==> config.mk <==
export PLATFORM = sky130hd
export DESIGN_NAME = preamble_skew_cal
export DESIGN_NICKNAME = d
export VERILOG_FILES = /design/src/rtl/psc_pkg.sv /design/src/rtl/psc_ctrl.sv /design/src/rtl/psc_datapath.sv /design/src/rtl/preamble_skew_cal.sv
export SDC_FILE = /design/constraint.sdc
export NUM_CORES = 1
export LEC_CHECK = 0
export ABC_AREA = 1
export BUFFER_PORTS_ARGS = -buffer_cell sky130_fd_sc_hd__buf_4
export CORE_MARGIN = 1
export CORE_UTILIZATION = 43
export CTS_CLUSTER_DIAMETER = 30
export DETAILED_ROUTE_END_ITERATION = 12
export PLACE_DENSITY = 0.62
export SYNTH_ARGS = -nofsm -noshare
export SYNTH_HDL_FRONTEND = slang
export SYNTH_SLANG_ARGS = --single-unit
==> constraint.sdc <==
create_clock -name clk -period 21.5 [get_ports clk]
set_input_delay 2.15 -clock clk [delete_from_list [all_inputs] [get_ports clk]]
set_output_delay 2.15 -clock clk [all_outputs]
set_load 0.03 [all_outputs]
==> src/rtl/psc_pkg.sv <==
package psc_pkg;

  localparam int PRE_BITS = 8;
  localparam int SLOT_W   = $clog2(PRE_BITS);

  typedef struct packed {
    logic              winFirst;
    logic              winOn;
    logic [SLOT_W-1:0] slot;
    logic              evalNow;
  } pscStrobe_t;

endpackage

==> src/rtl/psc_ctrl.sv <==
module psc_ctrl
  import psc_pkg::*;
(
  input  logic       clk,
  input  logic       rstN,
  input  logic       readActive,
  input  logic       dummyPhase,
  input  logic       preWindow,
  input  logic       dataEn,
  output pscStrobe_t strb,
  output logic       ioRelease,
  output logic       capValid
);

  localparam int CNT_W = SLOT_W + 1;

  logic             winActive;
  logic [CNT_W-1:0] slotCnt;
  logic             firstSlot;

  assign firstSlot    = preWindow && !winActive;
  assign strb.winFirst = firstSlot;
  assign strb.winOn    = preWindow && (firstSlot || (slotCnt < CNT_W'(PRE_BITS)));
  assign strb.slot     = firstSlot ? '0 : slotCnt[SLOT_W-1:0];
  assign strb.evalNow  = winActive && !preWindow;

  always_ff @(posedge clk) begin
    if (!rstN) begin
      winActive <= 1'b0;
      slotCnt   <= '0;
    end else begin
      winActive <= preWindow;
      if (firstSlot)
        slotCnt <= CNT_W'(1);
      else if (preWindow && (slotCnt < CNT_W'(PRE_BITS)))
        slotCnt <= slotCnt + CNT_W'(1);
    end
  end

  always_ff @(posedge clk) begin
    if (!rstN) begin
      ioRelease <= 1'b0;
      capValid  <= 1'b0;
    end else begin
      if (!readActive)
        ioRelease <= 1'b0;
      else if (dummyPhase)
        ioRelease <= 1'b1;
      capValid <= dataEn && readActive;
    end
  end


  eval_pulse_chk: assert property (@(posedge clk) disable iff (!rstN)
    strb.evalNow |=> !strb.evalNow);


  release_rise_chk: assert property (@(posedge clk) disable iff (!rstN)
    $rose(ioRelease) |-> $past(dummyPhase && readActive));


  release_drop_chk: assert property (@(posedge clk) disable iff (!rstN)
    $past(!readActive) |-> !ioRelease);

endmodule

==> src/rtl/psc_datapath.sv <==
module psc_datapath
  import psc_pkg::*;
#(
  parameter int NUM_TAPS  = 16,
  parameter int NUM_LANES = 2,
  localparam int TAP_W    = $clog2(NUM_TAPS)
) (
  input  logic                          clk,
  input  logic                          rstN,
  input  pscStrobe_t                    strb,
  input  logic [NUM_LANES-1:0]          laneIn,
  input  logic [NUM_LANES*PRE_BITS-1:0] expPattern,
  output logic [NUM_LANES*TAP_W-1:0]    selTap,
  output logic [NUM_LANES-1:0]          calFail,
  output logic [NUM_LANES-1:0]          capData
);

  localparam logic [TAP_W-1:0] RESET_TAP = TAP_W'(NUM_TAPS / 2);

  for (genvar l = 0; l < NUM_LANES; l++) begin : g_lane
    logic [NUM_TAPS-1:0] dly;
    logic [NUM_TAPS-1:0] passAcc;
    logic [NUM_TAPS-1:0] tapMatch;
    logic [PRE_BITS-1:0] lanePat;
    logic                expBit;
    logic [TAP_W-1:0]    laneTap;
    logic [TAP_W-1:0]    centreTap;
    logic                anyPass;

    assign lanePat  = expPattern[l*PRE_BITS +: PRE_BITS];
    assign expBit   = lanePat[SLOT_W'(PRE_BITS - 1) - strb.slot];
    assign tapMatch = ~(dly ^ {NUM_TAPS{expBit}});

    // delay line: dly[k] holds the sample from k+1 edges ago
    always_ff @(posedge clk) begin
      if (!rstN) dly <= '0;
      else       dly <= {dly[NUM_TAPS-2:0], laneIn[l]};
    end

    // parallel compare of all taps across the window
    always_ff @(posedge clk) begin
      if (!rstN)              passAcc <= '0;
      else if (strb.winFirst) passAcc <= tapMatch;
      else if (strb.winOn)    passAcc <= passAcc & tapMatch;
    end

    // longest run of passing taps, lowest run wins ties
    always_comb begin
      int runStart;
      int runLen;
      int bestStart;
      int bestLen;
      runStart  = 0;
      runLen    = 0;
      bestStart = 0;
      bestLen   = 0;
      for (int k = 0; k < NUM_TAPS; k++) begin
        if (passAcc[k]) begin
          if (runLen == 0) runStart = k;
          runLen = runLen + 1;
          if (runLen > bestLen) begin
            bestLen   = runLen;
            bestStart = runStart;
          end
        end else begin
          runLen = 0;
        end
      end
      anyPass   = (bestLen > 0);
      centreTap = anyPass ? TAP_W'(bestStart + (bestLen - 1) / 2) : '0;
    end

    always_ff @(posedge clk) begin
      if (!rstN) begin
        laneTap    <= RESET_TAP;
        calFail[l] <= 1'b0;
      end else if (strb.evalNow) begin
        if (anyPass) begin
          laneTap    <= centreTap;
          calFail[l] <= 1'b0;
        end else begin
          calFail[l] <= 1'b1;
        end
      end
    end

    always_ff @(posedge clk) begin
      if (!rstN) capData[l] <= 1'b0;
      else       capData[l] <= dly[laneTap];
    end

    assign selTap[l*TAP_W +: TAP_W] = laneTap;


    fail_keep_chk: assert property (@(posedge clk) disable iff (!rstN)
      $rose(calFail[l]) |-> $stable(laneTap));


    tap_move_pass_chk: assert property (@(posedge clk) disable iff (!rstN)
      $changed(laneTap) |-> !calFail[l]);
  end

endmodule

==> src/rtl/preamble_skew_cal.sv <==
module preamble_skew_cal
  import psc_pkg::*;
#(
  parameter int NUM_TAPS  = 16,
  parameter int NUM_LANES = 2,
  localparam int TAP_W    = $clog2(NUM_TAPS)
) (
  input  logic                          clk,
  input  logic                          rstN,
  input  logic                          readActive,
  input  logic                          dummyPhase,
  input  logic                          preWindow,
  input  logic                          dataEn,
  input  logic [NUM_LANES*PRE_BITS-1:0] expPattern,
  input  logic [NUM_LANES-1:0]          laneIn,
  output logic                          ioRelease,
  output logic [NUM_LANES*TAP_W-1:0]    selTap,
  output logic [NUM_LANES-1:0]          calFail,
  output logic [NUM_LANES-1:0]          capData,
  output logic                          capValid
);

  pscStrobe_t strb;

  psc_ctrl u_ctrl (
    .clk        (clk),
    .rstN       (rstN),
    .readActive (readActive),
    .dummyPhase (dummyPhase),
    .preWindow  (preWindow),
    .dataEn     (dataEn),
    .strb       (strb),
    .ioRelease  (ioRelease),
    .capValid   (capValid)
  );

  psc_datapath #(
    .NUM_TAPS  (NUM_TAPS),
    .NUM_LANES (NUM_LANES)
  ) u_dp (
    .clk        (clk),
    .rstN       (rstN),
    .strb       (strb),
    .laneIn     (laneIn),
    .expPattern (expPattern),
    .selTap     (selTap),
    .calFail    (calFail),
    .capData    (capData)
  );


  tap_hold_chk: assert property (@(posedge clk) disable iff (!rstN)
    (dataEn && $past(!preWindow) && $past(!preWindow, 2)) |-> $stable(selTap));

endmodule

==> impl_metrics.csv <==
group,metric,value,unit
yosys,ys.flop_type,"dfxtp_1",
sta,fmax,51.7,MHz
detailed_routing,drcViolationCount,0,
setup_path,critPathRequiredTime,21.73,ns
setup_path,cp_data_arrival_time,19.58,ns
sta,whs,0.441,ns
yosys,syn_area,15900,µm²
clocking,numCtsBuffers,9,
clocking,clock_sinks,83,
clocking,h-tree-depth,3,
setup_path,worstPathMaxFanout,19,
detailed_routing,via_per_inst,5.12,
detailed_routing,wl,41900,µm
detailed_routing,drt_iter0_markers,851,
die,die-height,194,µm
outcome,status,"complete, no violations",
sta,finClkSkew,0.0104,ns
sta,slew_headroom,32.9,%
grt,grt_pass1_wl,72900,µm
yosys,syn_inst,2776,
sta,finalCritPeriodShare,90.0,%
power,p_leak,0.00972,µW
grt,grt_pass1_vias,16500,
die,start_util,44.2,%
detailed_routing,post_drt_wl_per_cell,12.3,µm
yosys,synth_xor_area_share,0.663,%
clocking,cts_tree,"yes",
hold_path,hp-class,"reg2reg",
die,die_w,194,µm
power,max-vdd-ir-drop,0.0415,mV
yosys,async_reset_ff_share,0,%
yosys,synthDistinctLibCells,83,
sta,setup_viol,0,
yosys,synth_edf_count,0,
place,gp_congestion,0.880,
place,numPortBuffers,37,
setup_path,crit_slowest_cell,"dfxtp_1",
setup_path,max_stage_delay,0.43,ns
yosys,yosys.area_share.simple,41.1,%
clocking,clk_path_buf_depth,2,
yosys,synth_top_family_by_area,"simple AND/OR/NAND/NOR gates",
layout,final_util,48.2,%
setup_path,path_class,"reg2reg",
clocking,cts_root_buf,"clkbuf_16",
grt,antenna_found_initial,1,
sta,rsz0062_at_grt,"no",
sta,worst_slew_pin_slew,1.01,ns
place,dp_hpwl,34500,µm
clocking,clk_latency,0.34,ns
layout,drive_above_1_share,7.57,%
grt,grt_max_degree,68,
yosys,yosysSeqAreaShare,10.5,%
setup_path,crit_top_cell,"ha_1",
yosys,ys_ff_latch,83,
die,rows,69,
detailed_routing,firstDrtPassIters,8,
layout,syn2layout_area_growth,9.19,%
layout,num-nets-final,3155,
sta,period_minus_slack,19.35,ns
layout,fill_cells,3949,
detailed_routing,drtAntennaViolNets,0,
setup_path,startpoint_type,"flop",
sta,tns,0,ns
die,dieArea,37600,µm²
setup_path,end_kind,"flop",
detailed_routing,vias,17400,
clocking,cts_setup_buffers,0,
power,p_per_area,52.3,nW/µm²
clocking,clk_pin_slew,0.07,ns
grt,grt_usage,22.3,%
run,cap_viol_max_count,0,
sta,hold_violations,0,
die,top_level_ports,38,
yosys,avgSynthCellArea,5.71,µm²
sta,drv_slew,0,
yosys,synth_compound_area_share,17.9,%
grt,gr-total-overflow,0,
yosys,synthAdderAreaFrac,15.2,%
die,core-area,35900,µm²
yosys,synthMuxAreaShare,0.197,%
yosys,ys_warn_count,0,
registers in the layout, summed over array words and instances, names as in the netlist:
register	count
u_ctrl.ioRelease	1
u_ctrl.winActive	1
u_dp.g_lane.dly	32
u_dp.g_lane.passAcc	32
u_ctrl.capValid	1
u_dp.g_lane.laneTap	8
u_dp.capData	2
u_dp.calFail	2
u_ctrl.slotCnt	4
cells by family (layout without fill, tap and decap cells):
family | count (synthesis) | count (layout)
AND/OR/NAND/NOR | 1454 | 1454
multiplexers | 3 | 3
AO/OA/AOI/OAI | 476 | 476
XOR/XNOR | 12 | 12
adder cells (fa/ha/maj) | 190 | 190
flip-flops | 83 | 83
buffers and inverters | 556 | 553
other | 2 | 176
cells in the mapped netlist (4+ instances only):
| master | instances | area share, % |
|---|---|---|
| nand2_1 | 780 | 18 |
| inv_1 | 457 | 11 |
| nand3_1 | 246 | 7.8 |
| nor2_1 | 229 | 5.4 |
| ha_1 | 186 | 15 |
| o21ai_0 | 171 | 5.4 |
| a21oi_1 | 120 | 3.8 |
| dfxtp_1 | 83 | 10 |
| nand2_2 | 48 | 1.9 |
| nand4_1 | 38 | 1.5 |
| a31oi_1 | 36 | 1.4 |
| inv_2 | 32 | 0.76 |
| clkbuf_1 | 25 | 0.59 |
| nor3_1 | 22 | 0.69 |
| o22ai_1 | 20 | 0.79 |
| a211oi_1 | 18 | 0.85 |
| buf_6 | 17 | 1.2 |
| nand2_4 | 17 | 1.2 |
| o21ai_1 | 16 | 0.51 |
| nor2_2 | 12 | 0.47 |
| clkinv_1 | 9 | 0.21 |
| nor2_4 | 9 | 0.64 |
| a21o_1 | 8 | 0.38 |
| nand3b_1 | 8 | 0.38 |
| o21a_1 | 8 | 0.38 |
| o31ai_1 | 8 | 0.38 |
| xnor2_1 | 8 | 0.44 |
| a21boi_0 | 7 | 0.33 |
| a221oi_1 | 7 | 0.39 |
| o21bai_1 | 7 | 0.33 |
| a22oi_1 | 6 | 0.28 |
| buf_4 | 6 | 0.28 |
| nand3_2 | 6 | 0.38 |
| o211ai_1 | 6 | 0.28 |
| o21ai_2 | 6 | 0.33 |
| or2_2 | 6 | 0.24 |
| buf_2 | 5 | 0.16 |
| nor3_2 | 5 | 0.32 |
| and3_1 | 4 | 0.16 |
| fa_1 | 4 | 0.51 |
| nor3b_1 | 4 | 0.19 |
| nor4_1 | 4 | 0.16 |
| xor2_1 | 4 | 0.22 |
through the flow:
stage	worst slack (ns)	area [µm²]	power, µW	std cells
after global routing	0.0137	17300	1000	3407
after CTS	1.20	17300	898	3407
final	2.15	17300	906	3408
after detailed placement	1.27	17000	725	3391
after floorplan	4.53	16500	619	2949
after global placement	1.43	17000	718	3391
worst paths after layout:
| check | slack [ns] | to | depth (start not counted) | startpoint |
|---|---|---|---|---|
| max reg2reg | 2.15 | u_dp.g_lane[0].laneTap[3] | 121 | u_dp.g_lane[0].passAcc[1] |
| max | 2.15 | u_dp.g_lane[0].laneTap[3] | 121 | u_dp.g_lane[0].passAcc[1] |
| min | 0.44 | u_dp.g_lane[0].dly[2] | 2 | u_dp.g_lane[0].dly[1] |
| min reg2reg | 0.44 | u_dp.g_lane[0].dly[2] | 2 | u_dp.g_lane[0].dly[1] |
layout make-up:
cell class | instances | area (µm²) | area share (%)
tap | 461 | 577 | 3.33
sequential | 83 | 1660 | 9.60
clock inverter | 7 | 98.8 | 0.571
antenna | 1 | 2.50 | 0.0145
inverter | 499 | 1880 | 10.9
clock buffer | 9 | 225 | 1.30
multi-input combinational | 2310 | 12600 | 72.7
timing repair buffer | 38 | 285 | 1.65
power breakdown:
group	internal, µW	leakage [µW]	total [µW]	switching [µW]
sequential	163	0.000679	180	17.3
combinational	201	0.00888	556	355
clock	103	0.000156	170	67.5
total	466	0.00972	906	440
what timing repair did:
action	in CTS	in global routing
gates resized for setup	0	11
hold buffers	0	0
endpoints found under the hold margin	0	0
endpoints found under the setup margin	0	5
per-layer routing:
layer  up-vias  track usage, %  wire (µm)
li1       9204               -          -
met1      7907            26.7      19000
met2       279            42.5      21000
met3        56            2.12       1350
met4         0            5.06        568
met5         -               0          0
cells in the final DEF, fill, tap and decap left out, types with 7 or more instances in the layout:
| master | count |
|---|---|
| nor3_1 | 21 |
| clkinv_1 | 9 |
| conb_1 | 175 |
| o22ai_1 | 20 |
| o21ai_2 | 7 |
| buf_4 | 38 |
| o31ai_1 | 8 |
| o21ai_0 | 165 |
| nand3_1 | 246 |
| nand2_1 | 779 |
| o21bai_1 | 7 |
| inv_2 | 32 |
| inv_1 | 456 |
| a31oi_1 | 36 |
| a221oi_1 | 7 |
| nor2_2 | 13 |
| nand2_4 | 17 |
| ha_1 | 186 |
| o21ai_1 | 21 |
| a211oi_1 | 18 |
| dfxtp_1 | 83 |
| a21o_1 | 8 |
| nor2_4 | 9 |
| nand3b_1 | 8 |
| clkbuf_16 | 9 |
| xnor2_1 | 7 |
| nand2_2 | 49 |
| nand4_1 | 38 |
| nor2_1 | 228 |
| a21oi_1 | 120 |
| a21boi_0 | 7 |
| o21a_1 | 8 |
critical path, delay by kind of cell, from the launching register on:
kind	cells	cell delay, ns
AO/OA/AOI/OAI	19	3.87
XOR/XNOR	1	0.24
adder cells (fa/ha/maj)	16	4.31
buffers and inverters	17	1.82
flip-flops	1	0.43
multiplexers	1	0.22
AND/OR/NAND/NOR	67	8.29
No activity file was read; power rests on OpenSTA's default activity.
